<file path="config.mk">
export PLATFORM = sky130hd
export DESIGN_NAME = irq_byte_agg
export DESIGN_NICKNAME = d
export VERILOG_FILES = /design/src/rtl/irq_agg_pkg.sv /design/src/rtl/irq_edge_sync.sv /design/src/rtl/irq_bank.sv /design/src/rtl/irq_out_gen.sv /design/src/rtl/irq_byte_agg.sv
export SDC_FILE = /design/constraint.sdc
export NUM_CORES = 1
export LEC_CHECK = 0
export ABC_CLOCK_PERIOD_IN_PS = 3600
export CAP_MARGIN = 15
export CORE_MARGIN = 2
export CORE_UTILIZATION = 50
export DETAILED_ROUTE_END_ITERATION = 16
export GPL_TIMING_DRIVEN = 0
export PLACE_DENSITY = 0.75
export SLEW_MARGIN = 20
export SYNTH_ARGS = -nofsm -noshare
export SYNTH_HDL_FRONTEND = slang
export SYNTH_HIERARCHICAL = 1
export SYNTH_SLANG_ARGS = --single-unit
</file>
<file path="constraint.sdc">
create_clock -name clk -period 3.6 [get_ports clk]
set_input_delay 1.08 -clock clk [delete_from_list [all_inputs] [get_ports clk]]
set_output_delay 1.08 -clock clk [all_outputs]
set_load 0.01 [all_outputs]
</file>
<file path="src/rtl/irq_agg_pkg.sv">
package irq_agg_pkg;
  // Per-bank strobes decoded from the register bus.
  typedef struct packed {
    logic stat_rd;
    logic mask_wr;
  } bank_ctl_t;
endpackage

</file>
<file path="src/rtl/irq_edge_sync.sv">
module irq_edge_sync #(
  parameter int W = 8
) (
  input  logic         clk,
  input  logic         rst_n,
  input  logic [W-1:0] raw,
  output logic [W-1:0] lvl,
  output logic [W-1:0] rise
);
  logic [W-1:0] s1_q, s2_q, prev_q;

  always_ff @(posedge clk or negedge rst_n) begin
    if (!rst_n) begin
      s1_q   <= '0;
      s2_q   <= '0;
      prev_q <= '0;
    end else begin
      s1_q   <= raw;
      s2_q   <= s1_q;
      prev_q <= s2_q;
    end
  end

  assign lvl  = s2_q;
  assign rise = s2_q & ~prev_q;
endmodule

</file>
<file path="src/rtl/irq_bank.sv">
module irq_bank
  import irq_agg_pkg::*;
#(
  parameter int W         = 8,
  parameter bit HAS_LEVEL = 1'b0,
  parameter int LEVEL_BIT = 0
) (
  input  logic         clk,
  input  logic         rst_n,
  input  logic [W-1:0] lvl,
  input  logic [W-1:0] rise,
  input  bank_ctl_t    ctl,
  input  logic [W-1:0] wdata,
  output logic [W-1:0] status,
  output logic [W-1:0] mask,
  output logic [W-1:0] pend
);
  localparam logic [W-1:0] LVL_SEL  = HAS_LEVEL ? (W'(1) << LEVEL_BIT) : '0;
  localparam logic [W-1:0] EDGE_SEL = ~LVL_SEL;

  logic [W-1:0] cap_q, mask_q, cap_d;

  // Clear-on-read, with a coincident edge taking precedence.
  always_comb begin
    cap_d = ctl.stat_rd ? '0 : cap_q;
    cap_d = cap_d | (rise & mask_q & EDGE_SEL);
  end

  always_ff @(posedge clk or negedge rst_n) begin
    if (!rst_n) begin
      cap_q  <= '0;
      mask_q <= '0;
    end else begin
      cap_q <= cap_d;
      if (ctl.mask_wr) mask_q <= wdata;
    end
  end

  assign status = (cap_q & EDGE_SEL) | (lvl & LVL_SEL);
  assign mask   = mask_q;
  assign pend   = status & mask_q;


  masked_edge_drop_chk: assert property (@(posedge clk) disable iff (!rst_n)
    1'b1 |=> ((cap_q & ~$past(cap_q) & ~$past(mask_q) & EDGE_SEL) == '0));


  read_clears_chk: assert property (@(posedge clk) disable iff (!rst_n)
    ctl.stat_rd |=> ((cap_q & ~$past(rise)) == '0));


  coincident_edge_kept_chk: assert property (@(posedge clk) disable iff (!rst_n)
    ctl.stat_rd |=> ((cap_q & $past(rise & mask_q & EDGE_SEL)) == $past(rise & mask_q & EDGE_SEL)));


  mask_hold_chk: assert property (@(posedge clk) disable iff (!rst_n)
    !ctl.mask_wr |=> $stable(mask_q));
endmodule

</file>
<file path="src/rtl/irq_out_gen.sv">
module irq_out_gen (
  input  logic clk,
  input  logic rst_n,
  input  logic any_pend,
  input  logic ack,
  output logic irq_out
);
  logic irq_q;

  always_ff @(posedge clk or negedge rst_n) begin
    if (!rst_n) irq_q <= 1'b0;
    else        irq_q <= any_pend & ~(irq_q & ack);
  end

  assign irq_out = irq_q;


  ack_gap_chk: assert property (@(posedge clk) disable iff (!rst_n)
    (irq_q && ack) |=> !irq_q);


  out_needs_pend_chk: assert property (@(posedge clk) disable iff (!rst_n)
    irq_q |-> $past(any_pend));
endmodule

</file>
<file path="src/rtl/irq_byte_agg.sv">
module irq_byte_agg
  import irq_agg_pkg::*;
#(
  parameter int NUM_BANKS = 3,
  parameter int BANK_W    = 8,
  parameter int LEVEL_SRC = 13,
  parameter int NSRC      = NUM_BANKS * BANK_W,
  parameter int AW        = $clog2(2 * NUM_BANKS)
) (
  input  logic              clk,
  input  logic              rst_n,
  input  logic [NSRC-1:0]   irq_in,
  input  logic              bus_sel,
  input  logic              bus_wr,
  input  logic [AW-1:0]     bus_addr,
  input  logic [BANK_W-1:0] bus_wdata,
  output logic [BANK_W-1:0] bus_rdata,
  output logic [NSRC-1:0]   pend_vec,
  output logic              irq_out
);
  logic [NSRC-1:0]   lvl_all, rise_all;
  logic [BANK_W-1:0] stat_b [NUM_BANKS];
  logic [BANK_W-1:0] mask_b [NUM_BANKS];
  bank_ctl_t         ctl_b  [NUM_BANKS];
  logic [NUM_BANKS-1:0] rd_hit;

  irq_edge_sync #(.W(NSRC)) u_sync (
    .clk(clk), .rst_n(rst_n), .raw(irq_in), .lvl(lvl_all), .rise(rise_all)
  );

  for (genvar b = 0; b < NUM_BANKS; b++) begin : g_bank
    always_comb begin
      ctl_b[b].stat_rd = bus_sel && !bus_wr && (bus_addr == AW'(b));
      ctl_b[b].mask_wr = bus_sel &&  bus_wr && (bus_addr == AW'(NUM_BANKS + b));
    end
    assign rd_hit[b] = ctl_b[b].stat_rd;

    irq_bank #(
      .W(BANK_W),
      .HAS_LEVEL((LEVEL_SRC / BANK_W) == b),
      .LEVEL_BIT(LEVEL_SRC % BANK_W)
    ) u_bank (
      .clk(clk), .rst_n(rst_n),
      .lvl(lvl_all[b*BANK_W +: BANK_W]),
      .rise(rise_all[b*BANK_W +: BANK_W]),
      .ctl(ctl_b[b]),
      .wdata(bus_wdata),
      .status(stat_b[b]),
      .mask(mask_b[b]),
      .pend(pend_vec[b*BANK_W +: BANK_W])
    );
  end

  always_comb begin
    bus_rdata = '0;
    for (int b = 0; b < NUM_BANKS; b++) begin
      if (bus_addr == AW'(b))             bus_rdata = stat_b[b];
      if (bus_addr == AW'(NUM_BANKS + b)) bus_rdata = mask_b[b];
    end
  end

  irq_out_gen u_out (
    .clk(clk), .rst_n(rst_n),
    .any_pend(|pend_vec),
    .ack(|rd_hit),
    .irq_out(irq_out)
  );


  one_bank_read_chk: assert property (@(posedge clk) disable iff (!rst_n)
    $onehot0(rd_hit));
endmodule

</file>
[Word level (Yosys, flattened, before mapping)]
Index checks and enable logic that the tools add are counted.
Storage, ports and cells
  flip-flop bits (word level): 121
  input port bits: 39
  output and inout port bits: 33
Cells by class
  equality and inequality tests: 5
  mux-type cells: 9
  bitwise gates (word level): 15
  reductions and logical operators: 12
Operators with widths (count)
  8-bit two-way mux: 9
  8-bit AND: 6
  24-bit AND: 1
  24-bit NOT: 1
  8-bit OR: 3
  24-bit OR reduction: 1
  1-bit logical AND: 8
  8-bit by 6-bit OR with 8-bit output: 1
  3-bit by 2-bit == test with 1-bit output, second input constant: 2
  3-bit == test, second input constant: 2
  3-bit by 1-bit == test with 1-bit output, second input constant: 1
  3-bit zero test: 1
  3-bit OR reduction: 1
  1-bit AND: 2
  1-bit zero test: 1
  1-bit NOT: 1

[Depth between registers and ports, before layout]
  word-level depth: 7
  depth in mapped cells: 7
  mapped depth without buffers: 5

[Hierarchy]
Netlist, hierarchy kept.
Modules (own cells, without submodules)
  irq_edge_sync: instances 1, cells each 96, area an instance 2132.0 um^2, seq. area each 1801.7 um^2
  irq_bank (g_bank[0].u_bank ...): instances 2, cells each 57, area an instance 681.9 um^2, seq. area each 400.4 um^2
  irq_bank (g_bank[1].u_bank): instances 1, cells each 54, area an instance 651.9 um^2, seq. area each 375.4 um^2
  irq_byte_agg: instances 1, cells each 80, area an instance 498.0 um^2, seq. area each 0.0 um^2
  irq_out_gen: instances 1, cells each 2, area an instance 36.3 um^2, seq. area each 25.0 um^2

[Worst setup path after synthesis]
OpenSTA, ideal clock, no wires.
  path kind: in2out
  start point: in bus_addr[2]
  end point: out bus_rdata[0]
  arrival time: 1.929 ns
  slack: 0.591 ns
  cell stages on the path: 5
  path through: buf_2 > or3b_1 > buf_6 > o22ai_1 > a31oi_1
On the way
  longest elaborated chain between the ends: 7
  elaborated cells between the ends (all ways): 12
  those cells by class: eq/ne: 5; mux: 6; reduce/logical: 1
RTL lines
  from (decl): RTL line irq_byte_agg.sv:15  | input logic [AW-1:0] bus_addr,
  3-bit zero test: RTL line irq_byte_agg.sv:57  | if (bus_addr == AW'(b)) bus_rdata = stat_b[b];
  8-bit two-way mux: RTL line irq_byte_agg.sv:57
  8-bit two-way mux: RTL line irq_byte_agg.sv:58  | if (bus_addr == AW'(NUM_BANKS + b)) bus_rdata = mask_b[b];
  8-bit two-way mux: RTL line irq_byte_agg.sv:57
  8-bit two-way mux: RTL line irq_byte_agg.sv:58
  8-bit two-way mux: RTL line irq_byte_agg.sv:57
  8-bit two-way mux *: RTL line irq_byte_agg.sv:58
  to (decl): RTL line irq_byte_agg.sv:17  | output logic [BANK_W-1:0] bus_rdata,
Mark *: on every way between the ends. The rest lies on a longest branch, timed or not.

[Final worst setup path]
  start point: in bus_addr[1]
  end point: out bus_rdata[4]
The elaborated chain is that of the path after synthesis.

==> results by group <==
Timing
  • Slew Viols, Final: 0
  • Min Tclk post-route: 3.55 ns
  • Total negative slack: 0 ns
  • Fin crit share: 0.985
  • Worst Tran Pin Value: 1.05 ns
  • Relative slew slack: 0.295
  • Final hold slack: roughly 0.35 ns
  • Final setup viols: 0
  • Achievable Freq: around 0.28 GHz
  • Hold Vio Cnt, Final: 0
  • Clock Skews: 0.00628 ns

Setup path
  • Crit-path max cell delay: around 0.29 ns
  • CP max stage cell: dlygate4sd2_1
  • CP Class: in -> out
  • Worst-path cell chain: dlygate4sd2_1 -> buf_6 -> buf_12 -> nor2b_4 -> o21ai_0 -> a31oi_1 -> dlygate4sd2_1
  • CP required: 2.52 ns
  • Most used cell, CP: dlygate4sd2_1
  • Crit start category: input pin
  • Worst setup EP type: output pin
  • CP max FO: 8
  • Worst Path Arrival: roughly 2.5 ns

Clocking
  • Clock sinks: 119
  • Worst skew pair latency: 0.52 ns
  • Root Buffer: clkbuf_8
  • TritonCTS Buffers: 17
  • Hold buffer count at cts: 0
  • CTS tree: built
  • H-Tree Level Count: 4
  • Clk slew on worst S/H paths: around 0.060 ns
  • Clock Path Buffers: 2

Floorplan
  • Core ar.: roughly 9100 sq um
  • Initial Utilization: 0.510
  • Row count: 35
  • Die Area: 10,100 sq um
  • Die H: between 100 and 150 um
  • Die width: 100 um
  • I/O pin total: 72

Detailed routing
  • Routed wl met3: 685 um
  • Via-per-instance ratio: 5.30
  • Final WL: 10,400 um
  • DR iter-0 viols: 190
  • Mean routed wirelength per cell: 18.4 um
  • Top layer in use: met4
  • Remaining DRCs: 0
  • 1st-pass router iterations: 5
  • Routed length on met1: 4410 um
  • Antenna viol nets, final: 0
  • Metal2 WL: 5110 um
  • Vias post-DR: 2,988

GRT
  • Total GRT Usage: 0.228
  • Gr ovfl total: 0
  • First-pass GRT wire length: 16,800 um
  • Largest net degree at the start of global routing: 81
  • Initial antenna violation count: 0
  • Vias in the first global route: 3,216

Final layout
  • ANT cells: 0
  • Fin nets: 479
  • Area Growth Syn to Fin: 34.4%
  • Share of cells above drive strength 1: 0.258

Synth
  • Mapped Cells: 344
  • Synth warn: 6
  • Syn nets: about 380
  • Cell area after synthesis: 4640 sq um
  • Mean Syn Cell Area: 13.5 sq um

Power and ir drop
  • Power density cells: 665 nW/um^2
  • Pleak: around 2.8 nW
  • Worst VDD drop: 0.391 mV

Placement
  • Gp weighted congestion: roughly 0.83
  • Post-DP HPWL: 6560 um
  • IO buf count: just under 70

Worst hold path
  • Worst hold path type: reg -> reg

Outcome
  • Status: finished, final reports clean

Run
  • Number of max-cap violations: 0
==> worst paths after layout <==
path | from | endpoint | slack [ns] | cells after the start
min in group asynchronous | rst_n | u_sync/s1_q[2] | 0.46 | 1
max reg2reg | g_bank[0].u_bank/mask[0] | u_out/irq_out | 1.86 | 5
min reg2reg | u_sync/s1_q[10] | u_sync/lvl[10] | 0.35 | 0
min | u_sync/s1_q[10] | u_sync/lvl[10] | 0.35 | 0
max in group asynchronous | rst_n | g_bank[2].u_bank/status[6] | 2.43 | 2
max | bus_addr[1] | bus_rdata[4] | 0.05 | 7
==> layer usage <==
layer  vias to the layer above  track usage
li1                       1343            -
met1                      1518        0.298
met2                       111        0.346
met3                        16       0.0731
met4                         0        0.111
met5                         -            0
==> cells in the final DEF (no fill, tap or decap), drive strengths merged <==
master         count
clkdlybuf4s15      2
nand3b             1
nor3               2
nor2               5
o21ai             39
and4               1
nor3b              1
nor2b             25
or3b               1
dfrtp            119
clkdlybuf4s50     59
a21oi              1
nand2b             1
buf               21
and2              24
mux2              32
dlygate4sd2        4
nand4              1
nand3              2
a31oi              8
inv               24
clkinv             7
bufinv             5
a21boi             1
o22ai              8
nor4               6
clkbuf            21
nand2             32
==> sequential cells by signal, indices dropped and copies added, names as in the netlist <==
register              count
u_sync/lvl               24
g_bank.u_bank/mask       24
g_bank.u_bank/status     16
u_sync/s1_q              24
g_bank.u_bank/cap_q       7
u_sync/prev_q            23
u_out/irq_out             1
==> cell type report <==
class / count / area [sq um]
buffer: 10 / 92.6
sequential: 119 / 2980
clock buffer: 20 / 435
tap: 111 / 139
fill: 630 / 2870
clock inverter: 12 / 200
multi-input combinational: 191 / 1540
timing repair buffer: 77 / 767
inverter: 24 / 90.1
==> critical path, delay by kind of cell <==
family / cells / cell delay [ns]
compound gates: 2 / 0.33
simple gates: 1 / 0.23
buf+inv: 4 / 0.83
==> power by group <==
group	total [mW]	internal (mW)	leakage, nW	switching (mW)
logic	0.689	0.395	1.14	0.295
clock network	1.80	1.21	0.313	0.590
registers	1.66	1.51	1.37	0.146
==> stage by stage <==
stage	util	std cells	total power, mW	cell area (sq um)	setup WS (ns)
after floorplan	-	344	1.99	4640	0.591
after global placement	0.601	524	2.32	5470	-2.94
after detailed placement	0.604	525	2.35	5500	-0.742
after CTS	0.684	564	4.17	6230	0.0715
after global routing	0.685	564	4.32	6240	-0.000360
final	0.685	564	4.15	6240	0.0532
==> timing repair <==
action	4_1_cts	5_1_grt
pin swaps	4	2
setup endpoints to repair	8	4
buffers inserted	7	0
resized for setup	29	3
(Power assumes the default switching activity.)
